--- src/rtl/sup_rst_pkg.sv ---
package sup_rst_pkg;
    typedef enum logic [1:0] {
        WD_LONG  = 2'b00,
        WD_MID   = 2'b01,
        WD_SHORT = 2'b10,
        WD_OFF   = 2'b11
    } wd_code_e;
endpackage

--- src/rtl/sup_sync2.sv ---
module sup_sync2 #(
    parameter int               WIDTH   = 2,
    parameter logic [WIDTH-1:0] RST_VAL = '0
) (
    input  logic             clk,
    input  logic             pwr_on_n,
    input  logic [WIDTH-1:0] din,
    output logic [WIDTH-1:0] dout
);
    typedef struct packed {
        logic [WIDTH-1:0] meta;
        logic [WIDTH-1:0] safe;
    } sync_t;

    sync_t st_d, st_q;

    always_comb begin
        st_d      = st_q;
        st_d.meta = din;
        st_d.safe = st_q.meta;
    end

    always_ff @(posedge clk or negedge pwr_on_n) begin
        if (!pwr_on_n) begin
            st_q <= '{meta: RST_VAL, safe: RST_VAL};
        end else begin
            st_q <= st_d;
        end
    end

    assign dout = st_q.safe;
endmodule

--- src/rtl/sup_hold_ctrl.sv ---
module sup_hold_ctrl #(
    parameter int HOLD_TICKS = 200,
    localparam int HOLD_W    = $clog2(HOLD_TICKS + 1)
) (
    input  logic clk,
    input  logic pwr_on_n,
    input  logic tick,
    input  logic supply_ok,
    input  logic trip,
    output logic in_reset
);
    localparam logic [HOLD_W-1:0] HOLD_LAST = HOLD_W'(HOLD_TICKS - 1);

    typedef struct packed {
        logic              active;
        logic [HOLD_W-1:0] cnt;
    } hold_t;

    hold_t st_d, st_q;

    always_comb begin
        st_d = st_q;
        if (!supply_ok || trip) begin
            st_d.active = 1'b1;
            st_d.cnt    = '0;
        end else if (st_q.active && tick) begin
            if (st_q.cnt >= HOLD_LAST) begin
                st_d.active = 1'b0;
                st_d.cnt    = '0;
            end else begin
                st_d.cnt = st_q.cnt + 1'b1;
            end
        end
    end

    always_ff @(posedge clk or negedge pwr_on_n) begin
        if (!pwr_on_n) begin
            st_q <= '{active: 1'b1, cnt: '0};
        end else begin
            st_q <= st_d;
        end
    end

    assign in_reset = st_q.active;
endmodule

--- src/rtl/sup_wdog.sv ---
module sup_wdog
    import sup_rst_pkg::*;
#(
    parameter int LONG_TICKS  = 1400,
    parameter int MID_TICKS   = 600,
    parameter int SHORT_TICKS = 200,
    localparam int MAX_TICKS  = (LONG_TICKS > MID_TICKS)
                                ? ((LONG_TICKS > SHORT_TICKS) ? LONG_TICKS : SHORT_TICKS)
                                : ((MID_TICKS > SHORT_TICKS) ? MID_TICKS : SHORT_TICKS),
    localparam int CNT_W      = $clog2(MAX_TICKS + 1)
) (
    input  logic       clk,
    input  logic       pwr_on_n,
    input  logic       tick,
    input  logic       kick,
    input  logic       hold_off,
    input  logic [1:0] code,
    output logic       expire
);
    localparam logic [CNT_W-1:0] LAST_LONG  = CNT_W'(LONG_TICKS - 1);
    localparam logic [CNT_W-1:0] LAST_MID   = CNT_W'(MID_TICKS - 1);
    localparam logic [CNT_W-1:0] LAST_SHORT = CNT_W'(SHORT_TICKS - 1);

    typedef struct packed {
        logic [CNT_W-1:0] cnt;
        wd_code_e         code;
        logic             expire;
    } wd_t;

    wd_t              st_d, st_q;
    wd_code_e         code_e;
    logic [CNT_W-1:0] last;

    assign code_e = wd_code_e'(code);

    always_comb begin
        case (code_e)
            WD_LONG:  last = LAST_LONG;
            WD_MID:   last = LAST_MID;
            WD_SHORT: last = LAST_SHORT;
            default:  last = LAST_LONG;
        endcase
    end

    always_comb begin
        st_d        = st_q;
        st_d.expire = 1'b0;
        st_d.code   = code_e;
        if (hold_off || kick || (code_e == WD_OFF) || (code_e != st_q.code)) begin
            st_d.cnt = '0;
        end else if (tick) begin
            if (st_q.cnt >= last) begin
                st_d.cnt    = '0;
                st_d.expire = 1'b1;
            end else begin
                st_d.cnt = st_q.cnt + 1'b1;
            end
        end
    end

    always_ff @(posedge clk or negedge pwr_on_n) begin
        if (!pwr_on_n) begin
            st_q <= '{cnt: '0, code: WD_OFF, expire: 1'b0};
        end else begin
            st_q <= st_d;
        end
    end

    assign expire = st_q.expire;
endmodule

--- src/rtl/sup_reset_ctrl.sv ---
module sup_reset_ctrl #(
    parameter int HOLD_TICKS      = 200,
    parameter int LONG_TICKS      = 1400,
    parameter int MID_TICKS       = 600,
    parameter int SHORT_TICKS     = 200,
    parameter bit RST_ACTIVE_HIGH = 1'b0
) (
    input  logic       clk,
    input  logic       pwr_on_n,
    input  logic       tick,
    input  logic       supply_good,
    input  logic       cs_wdi,
    input  logic [1:0] wd_code,
    output logic       rst_out,
    output logic       wd_event
);
    localparam int SYNC_W = 2;

    typedef struct packed {
        logic cs_prev;
    } edge_t;

    logic [SYNC_W-1:0] raw_in, sync_out;
    logic              supply_s, cs_s, kick;
    logic              in_reset_q, expire;
    edge_t             eg_d, eg_q;

    assign raw_in = {supply_good, cs_wdi};

    sup_sync2 #(
        .WIDTH   (SYNC_W),
        .RST_VAL (2'b01)
    ) u_sync (
        .clk      (clk),
        .pwr_on_n (pwr_on_n),
        .din      (raw_in),
        .dout     (sync_out)
    );

    assign supply_s = sync_out[1];
    assign cs_s     = sync_out[0];

    always_comb begin
        eg_d         = eg_q;
        eg_d.cs_prev = cs_s;
    end

    always_ff @(posedge clk or negedge pwr_on_n) begin
        if (!pwr_on_n) begin
            eg_q <= '{cs_prev: 1'b1};
        end else begin
            eg_q <= eg_d;
        end
    end

    assign kick = eg_q.cs_prev & ~cs_s;

    sup_wdog #(
        .LONG_TICKS  (LONG_TICKS),
        .MID_TICKS   (MID_TICKS),
        .SHORT_TICKS (SHORT_TICKS)
    ) u_wdog (
        .clk      (clk),
        .pwr_on_n (pwr_on_n),
        .tick     (tick),
        .kick     (kick),
        .hold_off (in_reset_q),
        .code     (wd_code),
        .expire   (expire)
    );

    sup_hold_ctrl #(
        .HOLD_TICKS (HOLD_TICKS)
    ) u_hold (
        .clk       (clk),
        .pwr_on_n  (pwr_on_n),
        .tick      (tick),
        .supply_ok (supply_s),
        .trip      (expire),
        .in_reset  (in_reset_q)
    );

    generate
        if (RST_ACTIVE_HIGH) begin : g_pol_high
            assign rst_out = in_reset_q;
        end else begin : g_pol_low
            assign rst_out = ~in_reset_q;
        end
    endgenerate

    assign wd_event = expire;
endmodule

--- config.mk ---
export PLATFORM = sky130hd
export DESIGN_NAME = sup_reset_ctrl
export DESIGN_NICKNAME = d
export VERILOG_FILES = /design/src/rtl/sup_rst_pkg.sv /design/src/rtl/sup_sync2.sv /design/src/rtl/sup_hold_ctrl.sv /design/src/rtl/sup_wdog.sv /design/src/rtl/sup_reset_ctrl.sv
export SDC_FILE = /design/constraint.sdc
export NUM_CORES = 1
export LEC_CHECK = 0
export ABC_AREA = 1
export CAP_MARGIN = 10
export CELL_PAD_IN_SITES_DETAIL_PLACEMENT = 1
export CELL_PAD_IN_SITES_GLOBAL_PLACEMENT = 2
export CORE_ASPECT_RATIO = 1.4
export CORE_MARGIN = 1
export CORE_UTILIZATION = 30
export CTS_BUF_LIST = sky130_fd_sc_hd__clkbuf_4 sky130_fd_sc_hd__clkbuf_8 sky130_fd_sc_hd__clkbuf_16
export DETAILED_ROUTE_END_ITERATION = 10
export DONT_BUFFER_PORTS = 1
export PLACE_DENSITY_LB_ADDON = 0.25
export SETUP_SLACK_MARGIN = 0.4
export SKIP_LAST_GASP = 1
export SLEW_MARGIN = 20
export SYNTH_ARGS = -nofsm -noshare
export SYNTH_HDL_FRONTEND = slang
export SYNTH_HIERARCHICAL = 1
export SYNTH_SLANG_ARGS = --single-unit
--- constraint.sdc ---
create_clock -name clk -period 2.9 [get_ports clk]
set_clock_uncertainty 0.15 [all_clocks]
set_input_delay 0.29 -clock clk [delete_from_list [all_inputs] [get_ports clk]]
set_output_delay 0.29 -clock clk [all_outputs]
set_load 0.05 [all_outputs]
==> impl_metrics.py, run 1 <==
metrics = {
    "setup_path": {
        "crit_path_start": "u_sync/dout[0]",
        "r2r_end": "u_wdog/st_q[12]",
        "crit_top_cell": "nand2_1",
        "worstSetupPathType": "reg2reg",
        "endpoint_kind": "flop",
        "crit_required_ns": 2.93,
        "arrival_ns": 1.79,
        "cp_cell_sequence": "nor2_2 -> nor2_1 -> nand2_1 -> nor2_4 -> nand3_4 -> nand3_1 -> nand2_1 -> nand2_1 -> nor2_2",
        "r2r-start": "u_sync/dout[0]",
        "start_kind": "flop",
        "path_max_fanout": 19,
        "reg2reg_slack_ns": 1.14,
        "worst_r2r_path_depth": 9,
        "max_stage_delay_ns": 0.55,
        "worst_path_max_delay_cell": "dfstp_2",
    },
    "clock_network": {
        "cts.htree.levels": 1,
        "clock_path_buffers": 2,
        "cts.sinks": 28,
        "cts_tree": "done",
        "postCtsSetupRepairBufs": 0,
        "cts_made_buffers": 3,
        "clock_latency_ns": 0.28,
        "clkTransAtPathRegs_ns": 0.10,
        "cts_root_buf": "clkbuf_8",
    },
    "sta": {
        "hold_viol": 0,
        "layout_setup_ws_ns": 1.14,
        "setup_viol": 0,
        "period_share": 0.608,
        "clock.fmax_mhz": 567,
        "holdWs_ns": 0.0221,
        "tightest_slew_ns": 0.550,
        "rsz0062_at_grt": "no",
        "relSlewSlack": 0.634,
        "finalSetupTns_ns": 0,
        "slew_viol_final": 0,
        "finalCriticalPeriod_ns": 1.76,
    },
    "final_layout": {
        "fill_cells": 728,
        "layoutNonFillerInstCount": 314,
        "final_layout_size_suffix_gt1_frac": 0.205,
        "syn2layout_area_growth_pct": 12.0,
        "nets": 264,
        "antenna_cells": 0,
        "area.sequential_um2": 708,
        "post-route-util": 0.347,
        "multi_input_area_um2": 922,
    },
    "logic_synthesis": {
        "synth_seq_cells": 28,
        "yosysSeqAreaShare": 0.390,
        "synthFlopType": "dfrtp_1",
        "yosys_warnings": 6,
        "syn_nets": 254,
        "syn-instance-count": 235,
        "syn_area_um2": 1810,
        "synth_top_area_frac": 0.303,
        "yosys-top-cells-count": "nand2_1 (76), inv_1 (41), dfrtp_1 (22)",
        "synth_top_area_cell": "dfrtp_1",
        "async_flop_share": 1.00,
        "synth_area_per_cell_um2": 7.72,
        "synth_edf_count": 0,
        "synth_area_leaders": "dfrtp_1 (30%), nand2_1 (16%), dfstp_2 (8.7%), inv_1 (8.5%), ha_1 (8.3%)",
        "synth.most_common_cell": "nand2_1",
        "synth_cell_types": 25,
    },
    "global_routing": {
        "grt_pass1_wl_mm": 7.09,
        "grt_pass1_vias": 1555,
        "grt_max_degree": 29,
        "overflow": 0,
        "grt_use_total": 0.151,
        "antenna_found_initial": 0,
    },
    "drt": {
        "routed_wl_mm": 3.95,
        "first_pass_iters": 3,
        "ant_nets": 0,
        "drc": 0,
        "vias": 1423,
        "avgRoutedWirePerCell_um": 12.6,
        "viasPerCell": 4.53,
        "drtIter0Drc": 44,
    },
    "power": {
        "cellPowerDensity_nw_per_um2": 379,
        "peakVddDrop_mv": 0.152,
        "leakage_nw": 1.08,
    },
    "placed_design": {
        "dpl_worst_slack_ns": 0.926,
        "gp_congestion": 0.698,
        "dpl.cell_count": 304,
        "io_buffers": 0,
        "dpl.hpwl_mm": 3.11,
    },
    "floorplan": {
        "dieArea_um2": 6370,
        "row_count": 33,
        "core_um2": 5860,
        "die_w_um": 67.7,
        "ioPinCount": 9,
        "start_util": 0.309,
        "die_h_um": 94.0,
    },
    "status": {
        "status": "finished, final reports clean",
    },
    "worst_hold_path": {
        "hold_path_class": "in2reg",
        "hold-path-cell-count": 2,
        "hold_end": "u_wdog/expire",
        "worstHoldStart": "tick",
    },
    "job": {
        "maxCapViolCount": 0,
    },
}
## stage by stage
stage / instance area [µm²] / power, mW
final: 2030 / 0.769
after CTS: 2030 / 0.791
after detailed placement: 1890 / 0.452
after global placement: 1890 / 0.451
after floorplan: 1810 / 0.442
after global routing: 2030 / 0.816
## what timing repair did
action	in CTS	in global routing
hold buffers	6	0
resized for setup	0	0
hold endpoints to repair	32	0
## worst max-delay path, delay by kind of cell (launching register included)
kind          cells  cell delay (ns)
simple gates      9             0.96
flops             1             0.55
## power breakdown
part	switching [mW]	internal [mW]
clock network	0.125	0.185
registers	0.00483	0.401
logic	0.0334	0.0207
total	0.163	0.606
## logic make-up (layout without fill, tap and decap cells)
group,Yosys count,in the layout,share of synthesized area
AND/OR/NAND/NOR,141,141,0.394
buffers and inverters,47,56,0.101
flip-flops,28,28,0.390
adder cells (fa/ha/maj),12,12,0.0828
AO/OA/AOI/OAI,6,6,0.0228
XOR/XNOR,1,1,0.00897
## placed cells by master, fill, tap and decap left out
cell	n
o22ai_1	1
nor2_4	2
nand3_2	6
a21oi_2	1
nor3_4	2
buf_12	1
xnor2_2	1
nand3_4	1
dfrtp_1	22
nor2_1	14
clkbuf_8	3
inv_2	5
bufinv_16	1
o21ai_2	1
dlygate4sd3_1	5
nand3b_1	3
inv_1	41
ha_1	12
nand2_4	1
nor3_1	1
o21a_1	1
nor2_2	11
nand2_1	76
nand4_1	5
nand3_1	11
nand2_2	8
dfstp_2	6
a21oi_1	2
## layer usage
metal  routed length, µm  global-route usage  vias to the layer above  part of all wire
met5                   0                   0                        -                 0
met4                  55              0.0585                        0             0.014
met3                  39              0.0182                        4            0.0099
met2                2230               0.290                        4              0.56
met1                1630               0.157                      688              0.41
li1                    -                   -                      727                 -
## layout make-up
| class | instances | area share |
|---|---|---|
| Sequential cell | 28 | 0.349 |
| Inverter | 46 | 0.0850 |
| Clock buffer | 3 | 0.0203 |
| Multi-Input combinational cell | 160 | 0.454 |
| Timing Repair Buffer | 6 | 0.0345 |
| Clock inverter | 1 | 0.0148 |
| Tap cell | 70 | 0.0431 |
## how the worst max path moves through the flow
| stage | slack (ns) | to |
|---|---|---|
| floorplan | 1.07 | u_wdog/st_q[11] |
| global placement | 0.96 | u_wdog/st_q[12] |
| detailed placement | 0.93 | u_wdog/st_q[12] |
| CTS | 1.11 | u_wdog/st_q[12] |
| global route | 0.99 | u_wdog/st_q[6] |
| finish | 1.14 | u_wdog/st_q[12] |
## flip-flops by register name (all words and copies together) (netlist names)
name,count
u_wdog/st_q,13
u_hold/st_q,8
u_sync/dout,2
u_sync/st_d,2
eg_q,1
u_hold/in_reset,1
u_wdog/expire,1
No activity file was read; power rests on OpenSTA's default activity.
==> run 2, diff against run 1 <==
==> constraint.sdc (replaced) <==
create_clock -name clk -period 1.74 [get_ports clk]
set_clock_uncertainty 0.15 [all_clocks]
set_input_delay 0.174 -clock clk [delete_from_list [all_inputs] [get_ports clk]]
set_output_delay 0.174 -clock clk [all_outputs]
set_load 0.05 [all_outputs]
==> run 2 against run 1 <==
  * Sequential power increased by 67%
  * Maximum frequency increased by 3.0%
  * Largest cell class unchanged
  * Combinational power increased to 3.0 times the previous value
  * Non-clock buffer count increased by 25
  * Sequential cell count unchanged
  * Cell count increased by 9.2%
  * Hold slack improved by 0.058 ns
  * Critical path depth increased by 1
  * Critical path type unchanged
==> impl_metrics.py, run 2 (same netlist as run 1, synthesis figures left out) <==
metrics = {
    "clock_network": {
        "clock_path_buffers": 2,
        "cts_root_buf": "clkbuf_8",
        "cts_tree": "done",
        "clkTransAtPathRegs_ns": 0.10,
        "cts_made_buffers": 3,
        "clock_latency_ns": 0.28,
        "cts.sinks": 28,
        "cts.htree.levels": 1,
    },
    "status": {
        "status": "finished, final reports clean",
    },
    "setup_path": {
        "max_stage_delay_ns": 0.46,
        "worst_r2r_path_depth": 10,
        "worstSetupPathType": "reg2reg",
        "endpoint_kind": "flop",
        "cp_cell_sequence": "ha_4 -> nand2_4 -> nor2_2 -> nand2_1 -> nor2_1 -> nand2_1 -> nand2_2 -> nand2_4 -> buf_6 -> nor2_4",
        "arrival_ns": 1.77,
        "crit_required_ns": 1.80,
        "worst_path_max_delay_cell": "dfrtp_2",
        "path_max_fanout": 3,
        "start_kind": "flop",
    },
    "final_layout": {
        "largest_register": "u_wdog/st_q",
        "area.sequential_um2": 712,
        "largest_reg_flops": 13,
        "antenna_cells": 0,
        "mostFrequentLayoutCells": "nand2_1 (62), inv_1 (37), dfrtp_1 (19)",
        "reg.largest.list": "u_wdog/st_q (13), u_hold/st_q (8)",
        "layout_commonest_cell": "nand2_1",
        "final_layout_size_suffix_gt1_frac": 0.421,
        "post-route-util": 0.440,
        "nets": 293,
        "multi_input_area_um2": 1230,
        "fill_cells": 704,
        "syn2layout_area_growth_pct": 42.2,
    },
    "global_routing": {
        "grt_pass1_vias": 1709,
        "grt_pass1_wl_mm": 8.14,
        "grt_max_degree": 29,
        "antenna_found_initial": 0,
        "overflow": 0,
        "grt_use_total": 0.175,
    },
    "power": {
        "comb_power_share": 0.130,
        "p_clk_frac": 0.329,
        "total_power_mw": 1.25,
        "sw_frac_of_total": 0.247,
        "cellPowerDensity_nw_per_um2": 485,
        "p_sw_mw": 0.309,
        "leakage_nw": 1.27,
        "intPower_mw": 0.942,
        "pwr-share-seq": 0.541,
        "peakVddDrop_mv": 0.310,
    },
    "floorplan": {
        "ioPinCount": 9,
        "core_um2": 5860,
        "die_w_um": 67.7,
        "dieArea_um2": 6370,
        "row_count": 33,
        "die_h_um": 94.0,
        "start_util": 0.309,
    },
    "drt": {
        "avgRoutedWirePerCell_um": 15.1,
        "viasPerCell": 4.59,
        "routed_wl_mm": 5.17,
        "drtIter0Drc": 60,
        "drc": 0,
        "vias": 1576,
        "ant_nets": 0,
        "first_pass_iters": 3,
    },
    "placed_design": {
        "dpl_worst_slack_ns": -0.0678,
        "dpl.hpwl_mm": 3.30,
        "io_buffers": 0,
        "gp_congestion": 0.702,
    },
    "sta": {
        "relSlewSlack": 0.714,
        "period_share": 0.984,
        "layout_setup_ws_ns": 0.0284,
        "finalCriticalPeriod_ns": 1.71,
        "clock.fmax_mhz": 584,
        "tightest_slew_ns": 0.429,
        "slew_viol_final": 0,
        "rsz0062_at_grt": "yes",
        "setup_viol": 0,
        "hold_viol": 0,
    },
    "job": {
        "maxCapViolCount": 0,
    },
    "worst_hold_path": {
        "hold-path-cell-count": 5,
        "hold_path_class": "in2reg",
    },
}
==> run 2: per-stage QoR <==
step                      cell area (µm²)  instances  hold slack, ns  TNS (ns)
final                                2580        343          0.0805         0
after global routing                 2580        343          0.0798    -0.448
after CTS                            2390        335          0.0411         0
after detailed placement             2000        310          -0.270    -0.407
after global placement               2000        310          -0.270   -0.0822
after floorplan                      1880        235          -0.272         0
==> run 2: critical path, delay by kind of cell (launching register included) <==
kind / cells / cell delay (ns)
adders and majority gates: 1 / 0.29
buffers and inverters: 1 / 0.13
DFF: 1 / 0.46
and+or+nand+nor: 8 / 0.61
==> run 2: path summary, 6_finish.rpt <==
check	to	slack, ns	start
hold reg to reg	u_sync/dout[1]	0.21	u_sync/st_d[1]
setup reg to reg	u_wdog/expire	0.03	u_wdog/st_q[13]
min in group asynchronous	u_wdog/st_q[13]	0.19	pwr_on_n
max in group asynchronous	u_sync/st_d[0]	1.01	pwr_on_n
setup / recovery	u_wdog/expire	0.03	u_wdog/st_q[13]
hold / removal	u_hold/in_reset	0.08	tick
==> run 2: layer usage <==
metal,share of wire,track usage
met1,0.39,0.181
met2,0.59,0.351
met3,0.0075,0.0194
met4,0.0083,0.0426
met5,0,0
==> run 2: area by class of cell <==
type	count	area share
tap	70	0.0339
sequential	28	0.276
timing repair buffer	31	0.116
inverter	46	0.0761
clock buffer	4	0.0213
multi-input combinational	164	0.477
==> run 2: power by group through the flow <==
stage | clock network [mW] | registers (mW) | logic (mW)
CTS | 0.421 | 0.676 | 0.143
floorplan | 0 | 0.686 | 0.0649
global placement | 0 | 0.688 | 0.0776
finish | 0.412 | 0.677 | 0.163
global route | 0.448 | 0.678 | 0.180
detailed placement | 0 | 0.689 | 0.0796
==> run 2: repair_timing <==
action / in CTS / in global routing
hold buffers: 7 / 0
endpoints found under the setup margin: 22 / 22
gates cloned: 4 / 0
buffers inserted: 10 / 8
pin swaps: 20 / 34
endpoints found under the hold margin: 42 / 0
gates resized for setup: 28 / 31
